## src/rtl/sdram_lp_pkg.sv

```systemverilog
package sdram_lp_pkg;

    typedef enum logic [2:0] {
        ST_ACTIVE   = 3'd0,
        ST_SR_ENTER = 3'd1,
        ST_SR       = 3'd2,
        ST_SR_EXIT  = 3'd3,
        ST_PD_ENTER = 3'd4,
        ST_PD       = 3'd5,
        ST_PD_EXIT  = 3'd6
    } lp_state_t;

    // {cs_n, ras_n, cas_n, we_n}
    typedef logic [3:0] cmd_pins_t;

    localparam cmd_pins_t CMD_NOP      = 4'b0111;
    localparam cmd_pins_t CMD_DESELECT = 4'b1111;
    localparam cmd_pins_t CMD_SELF_REF = 4'b0001;

endpackage

```

## src/rtl/lp_down_counter.sv

```systemverilog
module lp_down_counter #(
    parameter int WIDTH = 8
) (
    input  logic             clk,
    input  logic             rst_n,
    input  logic             load,
    input  logic [WIDTH-1:0] load_val,
    input  logic             en,
    output logic             zero
);

    logic [WIDTH-1:0] count_q;

    always_ff @(posedge clk or negedge rst_n) begin
        if (!rst_n) begin
            count_q <= '0;
        end else if (load) begin
            count_q <= load_val;
        end else if (en && (count_q != '0)) begin
            count_q <= count_q - 1'b1;
        end
    end

    assign zero = (count_q == '0);

    // A drained counter stays drained until it is reloaded.
    AST_CNT_HOLD_ZERO: assert property (@(posedge clk) disable iff (!rst_n)
        (zero && !load) |=> zero);

endmodule

```

## src/rtl/lp_pin_encoder.sv

```systemverilog
module lp_pin_encoder
    import sdram_lp_pkg::*;
(
    input  lp_state_t state,
    output cmd_pins_t cmd,
    output logic      cke,
    output logic      ready
);

    always_comb begin
        cmd   = CMD_DESELECT;
        cke   = 1'b0;
        ready = 1'b0;
        unique case (state)
            ST_ACTIVE: begin
                cmd   = CMD_NOP;
                cke   = 1'b1;
                ready = 1'b1;
            end
            ST_SR_ENTER: begin
                cmd = CMD_SELF_REF;
                cke = 1'b0;
            end
            ST_SR, ST_PD: begin
                cmd = CMD_DESELECT;
                cke = 1'b0;
            end
            ST_PD_ENTER: begin
                cmd = CMD_NOP;
                cke = 1'b0;
            end
            ST_SR_EXIT, ST_PD_EXIT: begin
                cmd = CMD_DESELECT;
                cke = 1'b1;
            end
            default: begin
                cmd   = CMD_DESELECT;
                cke   = 1'b1;
                ready = 1'b0;
            end
        endcase
    end

endmodule

```

## src/rtl/sdram_lp_seq.sv

```systemverilog
module sdram_lp_seq
    import sdram_lp_pkg::*;
#(
    parameter int T_RC       = 8,
    parameter int T_RP       = 3,
    parameter int T_REF      = 100000,
    parameter int REF_MARGIN = 64
) (
    input  logic clk,
    input  logic rst_n,
    input  logic sr_req,
    input  logic pd_req,
    input  logic exit_req,
    input  logic banks_idle,
    input  logic pre_issued,
    output logic cs_n,
    output logic ras_n,
    output logic cas_n,
    output logic we_n,
    output logic cke,
    output logic ready
);

    localparam int PD_LIMIT = T_REF - REF_MARGIN;
    localparam int RCW      = $clog2(T_RC + 1);
    localparam int RPW      = $clog2(T_RP + 1);
    localparam int RFW      = $clog2(T_REF + 1);

    localparam logic [RCW-1:0] RC_LOAD  = RCW'(T_RC - 1);
    localparam logic [RPW-1:0] RP_LOAD  = RPW'(T_RP);
    localparam logic [RFW-1:0] REF_LOAD = RFW'(PD_LIMIT - 1);

    lp_state_t state_q, state_nx;

    logic      trp_zero, trp_ok;
    logic      rc_zero, rc_load, rc_en;
    logic      ref_zero, ref_load, ref_en;
    cmd_pins_t cmd;

    // ---------------- timing counters ----------------
    lp_down_counter #(.WIDTH(RPW)) u_trp_cnt (
        .clk      (clk),
        .rst_n    (rst_n),
        .load     (pre_issued),
        .load_val (RP_LOAD),
        .en       (1'b1),
        .zero     (trp_zero)
    );

    assign trp_ok = trp_zero && !pre_issued;

    assign rc_load = (state_q == ST_SR) && exit_req;
    assign rc_en   = (state_q == ST_SR_EXIT);

    lp_down_counter #(.WIDTH(RCW)) u_rc_cnt (
        .clk      (clk),
        .rst_n    (rst_n),
        .load     (rc_load),
        .load_val (RC_LOAD),
        .en       (rc_en),
        .zero     (rc_zero)
    );

    assign ref_load = (state_q == ST_ACTIVE) && (state_nx == ST_PD_ENTER);
    assign ref_en   = (state_q == ST_PD_ENTER) || (state_q == ST_PD);

    lp_down_counter #(.WIDTH(RFW)) u_ref_cnt (
        .clk      (clk),
        .rst_n    (rst_n),
        .load     (ref_load),
        .load_val (REF_LOAD),
        .en       (ref_en),
        .zero     (ref_zero)
    );

    // ---------------- state register ----------------
    always_ff @(posedge clk or negedge rst_n) begin
        if (!rst_n) begin
            state_q <= ST_ACTIVE;
        end else begin
            state_q <= state_nx;
        end
    end

    // ---------------- next-state logic ----------------
    always_comb begin
        state_nx = state_q;
        unique case (state_q)
            ST_ACTIVE: begin
                if (sr_req) begin
                    if (banks_idle) state_nx = ST_SR_ENTER;
                end else if (pd_req && banks_idle && trp_ok) begin
                    state_nx = ST_PD_ENTER;
                end
            end
            ST_SR_ENTER: state_nx = ST_SR;
            ST_SR:       if (exit_req) state_nx = ST_SR_EXIT;
            ST_SR_EXIT:  if (rc_zero) state_nx = ST_ACTIVE;
            ST_PD_ENTER: state_nx = ST_PD;
            ST_PD:       if (exit_req || ref_zero) state_nx = ST_PD_EXIT;
            ST_PD_EXIT:  state_nx = ST_ACTIVE;
            default:     state_nx = ST_ACTIVE;
        endcase
    end

    // ---------------- outputs ----------------
    lp_pin_encoder u_enc (
        .state (state_q),
        .cmd   (cmd),
        .cke   (cke),
        .ready (ready)
    );

    assign {cs_n, ras_n, cas_n, we_n} = cmd;

    // ---------------- checks ----------------
    logic [RFW-1:0] pd_low_cnt;

    always_ff @(posedge clk or negedge rst_n) begin
        if (!rst_n) begin
            pd_low_cnt <= '0;
        end else if ((state_q == ST_PD_ENTER) || (state_q == ST_PD)) begin
            pd_low_cnt <= pd_low_cnt + 1'b1;
        end else begin
            pd_low_cnt <= '0;
        end
    end

    AST_SR_NEEDS_IDLE: assert property (@(posedge clk) disable iff (!rst_n)
        (state_q == ST_SR_ENTER) |-> $past(banks_idle));

    AST_PD_NEEDS_TRP: assert property (@(posedge clk) disable iff (!rst_n)
        (state_q == ST_PD_ENTER) |-> ($past(banks_idle) && $past(trp_zero) && !$past(pre_issued)));

    AST_PD_BOUND: assert property (@(posedge clk) disable iff (!rst_n)
        (state_q == ST_PD) |-> (pd_low_cnt < RFW'(PD_LIMIT)));

    AST_READY_NEEDS_CKE: assert property (@(posedge clk) disable iff (!rst_n)
        ready |-> cke);

    AST_SLEEP_DESELECT: assert property (@(posedge clk) disable iff (!rst_n)
        (!cke && !$past(cke)) |-> cs_n);

endmodule

```

## config.mk

```make
export PLATFORM = sky130hd
export DESIGN_NAME = sdram_lp_seq
export DESIGN_NICKNAME = d
export VERILOG_FILES = /design/src/rtl/sdram_lp_pkg.sv /design/src/rtl/lp_down_counter.sv /design/src/rtl/lp_pin_encoder.sv /design/src/rtl/sdram_lp_seq.sv
export SDC_FILE = /design/constraint.sdc
export NUM_CORES = 1
export LEC_CHECK = 0
export ABC_CLOCK_PERIOD_IN_PS = 1600
export BUFFER_PORTS_ARGS = -buffer_cell sky130_fd_sc_hd__buf_2
export CAP_MARGIN = 20
export CELL_PAD_IN_SITES_DETAIL_PLACEMENT = 1
export CELL_PAD_IN_SITES_GLOBAL_PLACEMENT = 2
export CORE_ASPECT_RATIO = 1.75
export CORE_MARGIN = 3
export CORE_UTILIZATION = 25
export CTS_CLUSTER_DIAMETER = 40
export DETAILED_ROUTE_END_ITERATION = 6
export GPL_TIMING_DRIVEN = 0
export PLACE_DENSITY = 0.58
export SYNTH_ARGS = -nofsm -noshare
export SYNTH_HDL_FRONTEND = slang
export SYNTH_SLANG_ARGS = --single-unit
```

## constraint.sdc

```tcl
create_clock -name clk -period 1.6 [get_ports clk]
set_input_delay 0.08 -clock clk [delete_from_list [all_inputs] [get_ports clk]]
set_output_delay 0.08 -clock clk [all_outputs]
set_load 0.05 [all_outputs]
```

==> summary.md <==
| Metric | Value |
|---|---|
| Area growth, synth to finish | 45.5% |
| H-tree Lvls | 1 |
| Via Count | 1,482 |
| Cell with the most instances after synthesis | dfrtp_1 |
| RSZ-0062 raised after global routing | true |
| Initial antenna violation count | 0 |
| Post-synth design cell area | 0.00160 mm² |
| Reg2reg start | u_ref_cnt.count_q[1] |
| Remaining DRCs | 0 |
| PwrDens | around 1100 mW/mm² |
| Startpoint types | register |
| Finished Cell Area | 0.00233 mm² |
| FMAX | 0.538 GHz |
| # rows | 38 |
| CP endpoint kind | register |
| Fin crit period | 1.86 ns |
| Routability cong. | 0.768 |
| CP Max Fanout | 5 |
| Worst path max stage delay | 0.47 ns |
| Arrival time at the worst endpoint | approximately 2.1 ns |
| Post-route setup slack | -0.259 ns |
| Antenna cell count | 0 |
| Nets | 221 |
| Placed standard-cell area | about 0.0018 mm² |
| Util after Layout | a little under two fifths |
| Clock Pin Slew Worst Setup and Hold Paths | 0.10 ns |
| Final setup vio count | 19 |
| Clock sink count | 26 |
| Library cells used by synthesis | 52 |
| Largest net degree at the start of global routing | 27 |
| Root Buffer | clkbuf_8 |
| First-pass GRT wire length | 8.13 mm |
| Number of synthesized flops with an enable pin | 0 |
| Share of the synthesized area in the top cell type | 40.6% |
| Maximum clock path buffer count | 2 |
| CTS tree | yes |
| Width of the chip | 66.6 µm |
| Worst VDD drop | 270 µV |
| Vias in the first global route | roughly 1,600 |
| Register area share after synthesis | 40.6% |
| Fillers | 706 |
| Fin. max-slew vios | 0 |
| 1st-iter DRT viols | 22 |
| Gr ovfl total | 0 |
| P_leak | ~0.00096 µW |
| Run status | complete, but fails checks |
| Port Buf Inserts | 11 |
| Global Route Usage Sum | 14.3% |
| Die area | around 0.0075 mm² |
| Chip height | 112 µm |
| Worst slack at placement | -0.349 ns |
| R2r worst-path depth | 8 |
| Mean post-synth cell area | between 9 and 10 µm² |
| Failing checks | negative setup slack |
| Starting density of the core | 25.8% |
| Ys async rst share | 100% |
| Largest cells by area after synthesis | dfrtp_1 (41%), mux2i_1 (3.7%), ha_1 (3.1%) |
| DRT Pass-1 Iters | 2 |
| DRT Wirelength | just under 5 mm |
| DRT antenna net count | 0 |
| Clock latency on the worst-skew pair | 0.28 ns |
| Synth top cells by count | dfrtp_1 (26), inv_1 (11), nand2_1 (11), nor2_1 (10) |
| Max-Cap Viols | 0 |
| WP data required | 1.82 ns |
| Mapped Cells | 165 |
| Count of final hold-check violations | 0 |
| Setup TNS | -3.15 ns |
| Critical-path cell list | inv_2, ha_4, nor4b_4, and4_4, buf_6, buf_6, or4_4, nand2_2 |
| Worst Hold Depth | 2 |
| Total of warnings raised by yosys | 0 |
| Core area | 0.00623 mm² |
| Slowest-stage cell, CP | or4_4 |
| WHS Endpoint | u_trp_cnt.count_q[1] |
| # IOs | 13 |
| Worst hold start | pre_issued |
| Worst Clk Skew | between 0.004 and 0.005 ns |
| Kind of critical path | reg -> reg |
| Slew margin rel. | 57.9% |
| Worst reg-to-reg setup slack | -0.26 ns |
| Post-synthesis sequential element count | 26 |
| CTS buffer count | 3 |
| DP HPWL | ~3.2 mm |
| Worst hold path class | in -> reg |
| Post-synth top area cell | dfrtp_1 |
| Mapped Nets | 176 |
| WL/cell | 16.9 µm |
| Vias/cell | around 5 |
| Slew @ Worst Pin | approximately 0.63 ns |
| Layout cells sized above 1 | 48.8% |
| Critical Path Most Common Cell | buf_6 |
| Reg2reg end | u_ref_cnt.count_q[7] |
| Period utilization | 116% |
| Hold Slack | about 0.0076 ns |
| Top FF cell, synth | dfrtp_1 |
## per-layer routing
layer,track usage (%),wire length (µm),share of wire (%)
met2,27.5,2870,59
met5,0,0,0
met4,5.83,90,1.8
met1,14.8,1820,37
met3,1.51,95,1.9
## cells in the final DEF (no fill, tap or decap), types with 3 or more instances in the layout
master	netlist	layout
inv_2	0	3
mux2i_1	6	6
clkbuf_8	0	4
o31ai_2	0	3
or2_2	3	3
nand2_1	11	10
nand3_1	7	7
nor4_4	1	3
nand2b_1	3	3
dfrtp_2	0	5
dfrtp_1	26	21
or3_1	7	3
buf_6	0	15
nor2_1	10	10
buf_4	3	20
inv_1	11	8
buf_2	4	10
or4_4	0	3
o21ai_0	5	3
a21oi_2	0	4
or3_4	2	6
or4_1	6	3
## flip-flops by register name (all words and copies together) (netlist names)
| signal | flops |
|---|---|
| u_rc_cnt.count_q | 4 |
| state_q | 3 |
| u_ref_cnt.count_q | 17 |
| u_trp_cnt.count_q | 2 |
## through the flow
step                instances  total power, µW
finish                    289             2550
global route              289             2740
CTS                       282             2490
detailed placement        256             1840
global placement          256             1780
floorplan                 165             1600
## where the power goes
part | internal [µW] | switching [µW]
clock network | 221 | 235
registers | 794 | 148
logic | 469 | 686
## final cells by class
| type | count | area [µm²] | share of cell area [%] |
|---|---|---|---|
| flip-flops and latches | 26 | 657 | 28.2 |
| plain buffers | 6 | 63.8 | 2.73 |
| inverters | 11 | 41.3 | 1.77 |
| well taps | 80 | 100 | 4.29 |
| multi-input cells | 121 | 1090 | 46.5 |
| clock buffers | 4 | 55.1 | 2.36 |
| repair buffers | 41 | 330 | 14.2 |
## kinds of logic (layout without fill, tap and decap cells)
logic type	after synthesis	after routing	synth area share, %
AOI/OAI and AO/OA	31	31	13.3
xor gates and xnor gates	3	3	1.64
adders and majority gates	4	4	3.12
buffers and inverters	18	62	5.23
DFF	26	26	40.6
muxes	6	6	3.74
other	1	1	0.234
and+or+nand+nor	76	76	32.2
## worst max-delay path by stage
stage          depth (start not counted)                   end                  from
5_1_grt                                8  u_ref_cnt.count_q[7]  u_ref_cnt.count_q[1]
3_3_place_gp                           7            state_q[1]  u_ref_cnt.count_q[0]
4_1_cts                                7            state_q[1]  u_ref_cnt.count_q[0]
6_report                               8  u_ref_cnt.count_q[7]  u_ref_cnt.count_q[1]
3_5_place_dp                           5  u_ref_cnt.count_q[3]            state_q[0]
2_1_floorplan                          7  u_ref_cnt.count_q[7]  u_ref_cnt.count_q[0]
## critical path: cells and delay by family, from the launching register on
family | cells | cell delay, ns
buffers and inverters | 3 | 0.32
adders and majority gates | 1 | 0.16
DFF | 1 | 0.43
and+or+nand+nor | 4 | 0.87
## repair_timing
item | in CTS | in global routing
pin swaps | 24 | 12
endpoints found under the setup margin | 22 | 20
hold buffers | 1 | 0
hold endpoints to repair | 26 | 0
setup buffers | 21 | 9
gates resized for setup | 48 | 22
No activity file was read; power rests on OpenSTA's default activity.
